===== config.mk =====
export PLATFORM = sky130hd
export DESIGN_NAME = iq_event_writer
export DESIGN_NICKNAME = d
export VERILOG_FILES = /design/src/rtl/iq_pkg.sv /design/src/rtl/iq_chan_cfg.sv /design/src/rtl/iq_queue.sv /design/src/rtl/iq_irq.sv /design/src/rtl/iq_event_writer.sv
export SDC_FILE = /design/constraint.sdc
export NUM_CORES = 2
export LEC_CHECK = 0
export ABC_AREA = 0
export CORE_ASPECT_RATIO = 1.4
export CORE_MARGIN = 4
export CORE_UTILIZATION = 35
export DETAILED_ROUTE_END_ITERATION = 8
export PLACE_DENSITY = 0.52
export SETUP_SLACK_MARGIN = 0.3
export SLEW_MARGIN = 20
export SYNTH_ARGS = -nofsm -noshare
export SYNTH_HDL_FRONTEND = slang
export SYNTH_SLANG_ARGS = --single-unit

===== constraint.sdc =====
create_clock -name clk -period 4.29 [get_ports clk]
set_clock_uncertainty 0.1 [all_clocks]
set_input_delay 0.858 -clock clk [delete_from_list [all_inputs] [get_ports clk]]
set_output_delay 0.858 -clock clk [all_outputs]
set_load 0.01 [all_outputs]

===== src/rtl/iq_pkg.sv =====
package iq_pkg;

  typedef enum logic [2:0] {
    OP_NOP   = 3'd0,
    OP_READ  = 3'd1,
    OP_CLRV  = 3'd2,
    OP_WRAP  = 3'd3,
    OP_CLRF  = 3'd4,
    OP_THR   = 3'd5,
    OP_CHAN  = 3'd6,
    OP_MASK  = 3'd7
  } host_op_e;

  typedef enum logic [1:0] {
    EV_RXBUF   = 2'd0,
    EV_RXFRAME = 2'd1,
    EV_TXBUF   = 2'd2,
    EV_NONE    = 2'd3
  } ev_kind_e;

  localparam int CFG_EN_LSB = 2;
  localparam int CFG_CH_LSB = 5;

endpackage


===== src/rtl/iq_chan_cfg.sv =====
module iq_chan_cfg #(
  parameter int NUM_CH = 8,
  parameter int NUM_Q  = 4,
  localparam int CHW = (NUM_CH > 1) ? $clog2(NUM_CH) : 1,
  localparam int QW  = (NUM_Q > 1) ? $clog2(NUM_Q) : 1
) (
  input  logic             clk,
  input  logic             rst,
  input  logic             cfg_we,
  input  logic [CHW-1:0]   cfg_ch,
  input  logic [QW-1:0]    cfg_q,
  input  logic [2:0]       cfg_en,
  input  logic             ev_valid,
  input  logic [CHW-1:0]   ev_chan,
  input  logic [1:0]       ev_type,
  output logic [NUM_Q-1:0] q_hit
);
  import iq_pkg::*;

  logic [2:0]    en_q   [NUM_CH];
  logic [QW-1:0] qsel_q [NUM_CH];
  logic          kind_on;
  logic          accept;
  logic [2:0]    en_cur;
  logic [QW-1:0] q_cur;

  always_ff @(posedge clk) begin
    if (rst) begin
      for (int c = 0; c < NUM_CH; c++) begin
        en_q[c]   <= '0;
        qsel_q[c] <= '0;
      end
    end else if (cfg_we) begin
      en_q[cfg_ch]   <= cfg_en;
      qsel_q[cfg_ch] <= cfg_q;
    end
  end

  assign en_cur = en_q[ev_chan];
  assign q_cur  = qsel_q[ev_chan];

  always_comb begin
    case (ev_type)
      EV_RXBUF:   kind_on = en_cur[0];
      EV_RXFRAME: kind_on = en_cur[1];
      EV_TXBUF:   kind_on = en_cur[2];
      default:    kind_on = 1'b0;
    endcase
  end

  assign accept = ev_valid & kind_on;

  for (genvar g = 0; g < NUM_Q; g++) begin : g_hit
    assign q_hit[g] = accept && (q_cur == QW'(g));
  end

endmodule


===== src/rtl/iq_queue.sv =====
module iq_queue #(
  parameter int DEPTH   = 16,
  parameter int PW      = 32,
  parameter int THR_W   = 8,
  parameter int DEF_THR = 1,
  localparam int IW = (DEPTH > 1) ? $clog2(DEPTH) : 1
) (
  input  logic             clk,
  input  logic             rst,
  input  logic             ev_we,
  input  logic [PW-1:0]    ev_payload,
  input  logic [IW-1:0]    host_idx,
  input  logic             rd_en,
  input  logic             clrv_we,
  input  logic             wrap_we,
  input  logic             wrap_val,
  input  logic             thr_we,
  input  logic [THR_W-1:0] thr_val,
  input  logic             gint_clr,
  input  logic             ovf_clr,
  output logic [PW+1:0]    rd_data,
  output logic             gint,
  output logic             ovf
);

  logic [DEPTH-1:0] valid_q;
  logic [DEPTH-1:0] wrap_q;
  logic [IW-1:0]    ptr_q;
  logic [THR_W-1:0] thr_q;
  logic [THR_W-1:0] cnt_q;
  logic [PW-1:0]    mem [DEPTH];
  logic [PW-1:0]    mem_rd;
  logic             vb_rd;
  logic             wb_rd;

  logic             slot_busy;
  logic             store;
  logic             ovf_set;
  logic             at_end;
  logic [IW-1:0]    ptr_nxt;
  logic [THR_W-1:0] thr_load;
  logic             cnt_hit;
  logic             gint_set;
  logic [DEPTH-1:0] set_vec;
  logic [DEPTH-1:0] clr_vec;

  assign slot_busy = valid_q[ptr_q];
  assign store     = ev_we & ~slot_busy;
  assign ovf_set   = ev_we & slot_busy;
  assign at_end    = wrap_q[ptr_q] | (ptr_q == IW'(DEPTH - 1));
  assign ptr_nxt   = at_end ? '0 : ptr_q + 1'b1;
  assign thr_load  = (thr_val == '0) ? THR_W'(1) : thr_val;
  assign cnt_hit   = (cnt_q <= THR_W'(1));
  assign gint_set  = ev_we & ~thr_we & cnt_hit;
  assign set_vec   = store   ? (DEPTH'(1) << ptr_q)    : '0;
  assign clr_vec   = clrv_we ? (DEPTH'(1) << host_idx) : '0;

  // payload storage kept free of reset so it maps onto block RAM
  always_ff @(posedge clk) begin
    if (store) mem[ptr_q] <= ev_payload;
    if (rd_en) mem_rd <= mem[host_idx];
  end

  always_ff @(posedge clk) begin
    if (rst) begin
      valid_q <= '0;
      wrap_q  <= DEPTH'(1) << (DEPTH - 1);
      ptr_q   <= '0;
      thr_q   <= THR_W'(DEF_THR);
      cnt_q   <= THR_W'(DEF_THR);
      gint    <= 1'b0;
      ovf     <= 1'b0;
      vb_rd   <= 1'b0;
      wb_rd   <= 1'b0;
    end else begin
      valid_q <= (valid_q & ~clr_vec) | set_vec;
      if (wrap_we) wrap_q[host_idx] <= wrap_val;
      if (store) ptr_q <= ptr_nxt;
      if (thr_we) begin
        thr_q <= thr_load;
        cnt_q <= thr_load;
      end else if (ev_we) begin
        cnt_q <= cnt_hit ? thr_q : cnt_q - 1'b1;
      end
      gint <= (gint & ~gint_clr) | gint_set;
      ovf  <= (ovf & ~ovf_clr) | ovf_set;
      if (rd_en) begin
        vb_rd <= valid_q[host_idx];
        wb_rd <= wrap_q[host_idx];
      end
    end
  end

  assign rd_data = {vb_rd, wb_rd, mem_rd};

endmodule


===== src/rtl/iq_irq.sv =====
module iq_irq #(
  parameter int NUM_Q = 4
) (
  input  logic             clk,
  input  logic             rst,
  input  logic             mask_we,
  input  logic [NUM_Q-1:0] gmask_val,
  input  logic [NUM_Q-1:0] omask_val,
  input  logic [NUM_Q-1:0] gint,
  input  logic [NUM_Q-1:0] ovf,
  output logic [NUM_Q-1:0] gint_msk,
  output logic [NUM_Q-1:0] ovf_msk,
  output logic             irq
);

  always_ff @(posedge clk) begin
    if (rst) begin
      gint_msk <= '0;
      ovf_msk  <= '0;
      irq      <= 1'b0;
    end else begin
      if (mask_we) begin
        gint_msk <= gmask_val;
        ovf_msk  <= omask_val;
      end
      irq <= |((gint & gint_msk) | (ovf & ovf_msk));
    end
  end

endmodule


===== src/rtl/iq_event_writer.sv =====
module iq_event_writer #(
  parameter int NUM_Q   = 4,
  parameter int DEPTH   = 16,
  parameter int PW      = 32,
  parameter int THR_W   = 8,
  parameter int NUM_CH  = 8,
  parameter int DEF_THR = 1,
  localparam int QW  = (NUM_Q > 1) ? $clog2(NUM_Q) : 1,
  localparam int IW  = (DEPTH > 1) ? $clog2(DEPTH) : 1,
  localparam int CHW = (NUM_CH > 1) ? $clog2(NUM_CH) : 1,
  localparam int HW0 = (5 + CHW > 2 * NUM_Q) ? 5 + CHW : 2 * NUM_Q,
  localparam int HW  = (HW0 > THR_W) ? HW0 : THR_W
) (
  input  logic             clk,
  input  logic             rst,
  input  logic             ev_valid,
  input  logic [CHW-1:0]   ev_chan,
  input  logic [1:0]       ev_type,
  input  logic [PW-1:0]    ev_payload,
  input  logic             host_valid,
  input  logic [2:0]       host_op,
  input  logic [QW-1:0]    host_q,
  input  logic [IW-1:0]    host_idx,
  input  logic [HW-1:0]    host_wdata,
  output logic [PW+1:0]    host_rdata,
  output logic [NUM_Q-1:0] gint_flags,
  output logic [NUM_Q-1:0] ovf_flags,
  output logic             irq
);
  import iq_pkg::*;

  logic             op_read, op_clrv, op_wrap, op_clrf, op_thr, op_chan, op_mask;
  logic [NUM_Q-1:0] q_hit;
  logic [NUM_Q-1:0] gint_msk;
  logic [NUM_Q-1:0] ovf_msk;
  logic [PW+1:0]    rd_bus [NUM_Q];
  logic [QW-1:0]    rd_sel_q;

  assign op_read = host_valid && (host_op == OP_READ);
  assign op_clrv = host_valid && (host_op == OP_CLRV);
  assign op_wrap = host_valid && (host_op == OP_WRAP);
  assign op_clrf = host_valid && (host_op == OP_CLRF);
  assign op_thr  = host_valid && (host_op == OP_THR);
  assign op_chan = host_valid && (host_op == OP_CHAN);
  assign op_mask = host_valid && (host_op == OP_MASK);

  iq_chan_cfg #(
    .NUM_CH (NUM_CH),
    .NUM_Q  (NUM_Q)
  ) u_cfg (
    .clk      (clk),
    .rst      (rst),
    .cfg_we   (op_chan),
    .cfg_ch   (host_wdata[CFG_CH_LSB +: CHW]),
    .cfg_q    (host_wdata[QW-1:0]),
    .cfg_en   (host_wdata[CFG_EN_LSB +: 3]),
    .ev_valid (ev_valid),
    .ev_chan  (ev_chan),
    .ev_type  (ev_type),
    .q_hit    (q_hit)
  );

  for (genvar g = 0; g < NUM_Q; g++) begin : g_q
    logic sel;
    assign sel = (host_q == QW'(g));

    iq_queue #(
      .DEPTH   (DEPTH),
      .PW      (PW),
      .THR_W   (THR_W),
      .DEF_THR (DEF_THR)
    ) u_queue (
      .clk        (clk),
      .rst        (rst),
      .ev_we      (q_hit[g]),
      .ev_payload (ev_payload),
      .host_idx   (host_idx),
      .rd_en      (op_read & sel),
      .clrv_we    (op_clrv & sel),
      .wrap_we    (op_wrap & sel),
      .wrap_val   (host_wdata[0]),
      .thr_we     (op_thr & sel),
      .thr_val    (host_wdata[THR_W-1:0]),
      .gint_clr   (op_clrf & host_wdata[g]),
      .ovf_clr    (op_clrf & host_wdata[NUM_Q + g]),
      .rd_data    (rd_bus[g]),
      .gint       (gint_flags[g]),
      .ovf        (ovf_flags[g])
    );
  end

  always_ff @(posedge clk) begin
    if (rst) rd_sel_q <= '0;
    else if (op_read) rd_sel_q <= host_q;
  end

  assign host_rdata = rd_bus[rd_sel_q];

  iq_irq #(
    .NUM_Q (NUM_Q)
  ) u_irq (
    .clk       (clk),
    .rst       (rst),
    .mask_we   (op_mask),
    .gmask_val (host_wdata[NUM_Q-1:0]),
    .omask_val (host_wdata[2*NUM_Q-1:NUM_Q]),
    .gint      (gint_flags),
    .ovf       (ovf_flags),
    .gint_msk  (gint_msk),
    .ovf_msk   (ovf_msk),
    .irq       (irq)
  );

endmodule


==> impl_metrics.ini <==
[final_layout]
synthToLayoutAreaGrowth_pct = 16.01
fin_nets = 5227
post_route_cells_drive_above_1_share_pct = 29.01
finish.cell_count_without_fillers = 9017
finish.instance_area_sq_um = 112400

[die]
boundaryPins = 101
core-area_sq_um = 275600
initial_core_util_pct = 35.16
std_cell_rows = 228
dieArea_sq_um = 285400
dieWidth_um = 452.7
floorplan.die.height_um = 630.6

[cts]
clockBufferDepth = 4
ctsHtreeMaxLevel = 4
cts_made_buffers = 230
ctsRootBufferMaster = sky130_fd_sc_hd__clkbuf_16
cts_sinks = 2451
clock_tree_from_tritoncts = built
clock_latency_ps = 870
cts-hold-fix-buffers = 0
clkTransAtPathRegs_ps = 70

[route]
via_count = 49641
post_drt_wl_per_cell_um = 32.36
drt_pass1_iterations = 6
total_length_of_routed_wires_um = 291800
via_per_inst = 5.505
antenna_violating_nets_post_route = 0
drt_first_iter_violations = 5175
drc = 0

[placed_design]
gp_routability_congestion = 0.8744
hpwlAfterDp_um = 195100
dp_cells = 8582
postPlaceCellArea_sq_um = 104900
place.port_buffers = 100

[synthesis]
yosys-mux-area-fraction_pct = 17.76
ys_seq_elements = 2451
avgSynthCellArea_sq_um = 20.14
synth_area_leaders = sky130_fd_sc_hd__edfxtp_1 69%, sky130_fd_sc_hd__mux4_2 17%, sky130_fd_sc_hd__dfxtp_1 4.9%, sky130_fd_sc_hd__o21ai_0 0.85%, sky130_fd_sc_hd__nand2_1 0.84%
asyncSetResetFlopFracSynth_pct = 0
post_synth_num_cell_types = 85
synthAdderAreaFrac_pct = 0.4132
post-synth-top-area-cell = sky130_fd_sc_hd__edfxtp_1
area_fraction_in_compound_gates_after_synthesis_pct = 3.075
postSynthCellCount = 4812
post_synth_most_frequent_cells = 2,216 x sky130_fd_sc_hd__edfxtp_1, 749 x sky130_fd_sc_hd__mux4_2, 235 x sky130_fd_sc_hd__dfxtp_1
synthDominantCellAreaShare_pct = 68.68
synthesis.yosys.warnings = 0
synth.yosys.seq_area_share_pct = 73.53
synth_area_sq_um = 96890
synthesis.nets = 4902
synth_top_flop_cell = sky130_fd_sc_hd__edfxtp_1
simple_gate_share_of_the_synthesized_area_pct = 3.685
main_combinational_cell_family_by_area_after_synthesis = multiplexers
synth_enable_flop_cells = 2216
yosysMostFrequentCell = sky130_fd_sc_hd__edfxtp_1
synth-xor-area-share_pct = 0.04520

[timing]
final_hold_slack_ps = 140.3
grt_setup_unrepaired = false
totalNegativeSetupSlack_ps = 0
worst_slew_margin_rel_pct = 21.39
timing_worst_slew_pin_value_ps = 1179
post-route-min-period_ps = 3842
setup_violations = 0
hold_violations = 0
timing.final.crit_share_pct = 89.56
maxSlewViolCount = 0
maxClockFrequency_mhz = 260.3

[grt]
final_global_route_overflow_total = 0
number_of_antenna_violations_at_the_first_check_in_global_routing = 26
grt_first_pass_wirelength_um = 407300
maximum_number_of_pins_on_one_net_before_global_route_repair = 128
via_count_of_the_first_global_routing_pass = 50498
overall_track_demand_over_capacity_in_global_routing_pct = 20.18

[power]
leakagePower_nw = 34.94
powerDensity_nw_per_um2 = 442.4
peak_vdd_ir_v = 0.0003165
design_power_total_w = 0.04973

[critical_path]
critical_path.reg2reg.startpoint = g_q[1].u_queue.ptr_q[1]
critical_path.reg2reg.endpoint = g_q[1].u_queue.mem[6][13]
critical_path.max_fanout = 32
path_cells = mux4_2 > a22o_1 > a221oi_2 > nand3_1 > nor2_2 > buf_12 > and3_2
worst-endpoint-required_ps = 4640
critical_path_source_type = flip-flop
cell_family_with_most_cp_delay = simple AND/OR/NAND/NOR gates
end_kind = flip-flop
cp_slowest_stage_delay_ps = 830
ff2ff_setup_slack_ps = 450
critPathKind = flip-flop to flip-flop
crit_path_top_delay_cell = sky130_fd_sc_hd__and3_2
critPathArrivalTime_ps = 4190
ff_to_ff_path_depth = 7
critPathBufInv = 1

[hold_path]
timing.hold.worst_endpoint = g_q[3].u_queue.mem[6][15]
min_delay_path_depth = 1
min_path_type = input port to flip-flop
hp-start = ev_payload[15]

[run]
drv.max_cap_violation_count = 0

[run_status]
status = complete, no violations
==> power breakdown <==
part           total, W  leakage (nW)  internal [W]  switching [W]
Sequential       0.0262          21.8        0.0261      0.0000911
Clock            0.0205          3.64        0.0115        0.00896
Combinational   0.00299          9.46       0.00106        0.00193
Total            0.0497          34.9        0.0388         0.0110
==> registers in the layout (all words and copies together), names as in the netlist <==
register	flops
g_q.u_queue.wrap_q	64
u_cfg.qsel_q	16
u_irq.irq	1
g_q.u_queue.valid_q	64
g_q.u_queue.mem_rd	128
g_q.u_queue.cnt_q	32
g_q.u_queue.thr_q	32
rd_sel_q	2
u_cfg.en_q	24
g_q.u_queue.gint	4
g_q.u_queue.mem	2048
u_irq.gint_msk	4
g_q.u_queue.wb_rd	4
g_q.u_queue.ptr_q	16
g_q.u_queue.ovf	4
g_q.u_queue.vb_rd	4
u_irq.ovf_msk	4
==> final cells by class <==
cell class / count / area (sq um)
Clock buffer: 287 / 6205
Inverter: 37 / 138.9
Tap cell: 3680 / 4604
Sequential cell: 2451 / 71260
Clock inverter: 134 / 1237
Fill cell: 24305 / 163200
Antenna cell: 11 / 27.53
Timing Repair Buffer: 397 / 4646
Multi-Input combinational cell: 2020 / 24290
==> through the flow <==
stage / worst slack, ps / utilization (%)
6_report: 448.1 / 40.79
5_1_grt: 311.7 / 40.78
4_1_cts: 466.4 / 40.78
3_5_place_dp: 84.80 / 38.07
3_3_place_gp: 73.81 / 38.07
2_1_floorplan: 595.9 / -
==> layout by cell type (no fill, tap or decap), types with 13 or more instances in the layout <==
cell                              Yosys  routed
sky130_fd_sc_hd__mux2i_1             17      17
sky130_fd_sc_hd__edfxtp_1          2216    2216
sky130_fd_sc_hd__nor3_1              39      39
sky130_fd_sc_hd__o21ai_0            164     164
sky130_fd_sc_hd__and3_2               0      64
sky130_fd_sc_hd__nand3_1            107     106
sky130_fd_sc_hd__nor2b_1             26      26
sky130_fd_sc_hd__clkinv_1             0      43
sky130_fd_sc_hd__a21oi_1            119     119
sky130_fd_sc_hd__dfxtp_1            235     233
sky130_fd_sc_hd__nand2_1            218     218
sky130_fd_sc_hd__clkbuf_8             0      15
sky130_fd_sc_hd__clkbuf_1           190      38
sky130_fd_sc_hd__mux4_2             749     749
sky130_fd_sc_hd__and2_1              39      39
sky130_fd_sc_hd__mux2_2              13      13
sky130_fd_sc_hd__bufinv_16            0      22
sky130_fd_sc_hd__ha_1                32      32
sky130_fd_sc_hd__buf_12               0     121
sky130_fd_sc_hd__nand2b_1            20      20
sky130_fd_sc_hd__inv_1               37      33
sky130_fd_sc_hd__buf_2               28      15
sky130_fd_sc_hd__nor2_1             121     120
sky130_fd_sc_hd__buf_4               17     194
sky130_fd_sc_hd__a311oi_1            14      14
sky130_fd_sc_hd__clkinvlp_4           0      13
sky130_fd_sc_hd__o22ai_1             61      61
sky130_fd_sc_hd__clkinv_2             0      48
sky130_fd_sc_hd__clkbuf_16            0     234
sky130_fd_sc_hd__clkdlybuf4s50_1      0      62
==> worst reg2reg max path, stage by stage (launching register included) <==
cell and delay, ps:
sky130_fd_sc_hd__dfxtp_1 760, sky130_fd_sc_hd__mux4_2 410, sky130_fd_sc_hd__a22o_1 250, sky130_fd_sc_hd__a221oi_2 380, sky130_fd_sc_hd__nand3_1 250, sky130_fd_sc_hd__nor2_2 200, sky130_fd_sc_hd__buf_12 170, sky130_fd_sc_hd__and3_2 850
==> cells by family (layout without fill, tap and decap cells) <==
group / Yosys count / after routing
flip-flops: 2451 / 2451
multiplexers: 781 / 781
AND/OR/NAND/NOR: 721 / 721
AO/OA/AOI/OAI: 481 / 481
buffers and inverters: 341 / 855
adder cells (fa/ha/maj): 32 / 32
XOR/XNOR: 5 / 5
other: 0 / 11
==> repair_timing <==
action                                  CTS  global route
resized for setup                         2             0
setup buffers                             3             0
endpoints found under the hold margin     0             0
endpoints found under the setup margin   26             0
==> worst max-delay path by stage <==
stage                            start  depth (start not counted)                         end
4_1_cts        g_q[1].u_queue.ptr_q[0]                          7    g_q[1].u_queue.mem[6][0]
3_5_place_dp                ev_chan[0]                          9   g_q[0].u_queue.mem[11][1]
6_report       g_q[1].u_queue.ptr_q[1]                          7   g_q[1].u_queue.mem[6][13]
3_3_place_gp                ev_chan[0]                          9  g_q[0].u_queue.mem[15][24]
5_1_grt        g_q[1].u_queue.ptr_q[1]                          7   g_q[1].u_queue.mem[6][13]
2_1_floorplan               ev_chan[1]                         11   g_q[3].u_queue.mem[15][0]
==> routing by layer <==
| layer | track usage [%] | wire (um) | vias up |
|---|---|---|---|
| li1 | - | - | 20688 |
| met1 | 24.06 | 105800 | 26870 |
| met2 | 37.30 | 159200 | 1702 |
| met3 | 2.539 | 15360 | 375 |
| met4 | 7.035 | 11340 | 6 |
| met5 | 0 | 37 | - |
Note: power is estimated with default switching activity, not from simulation.
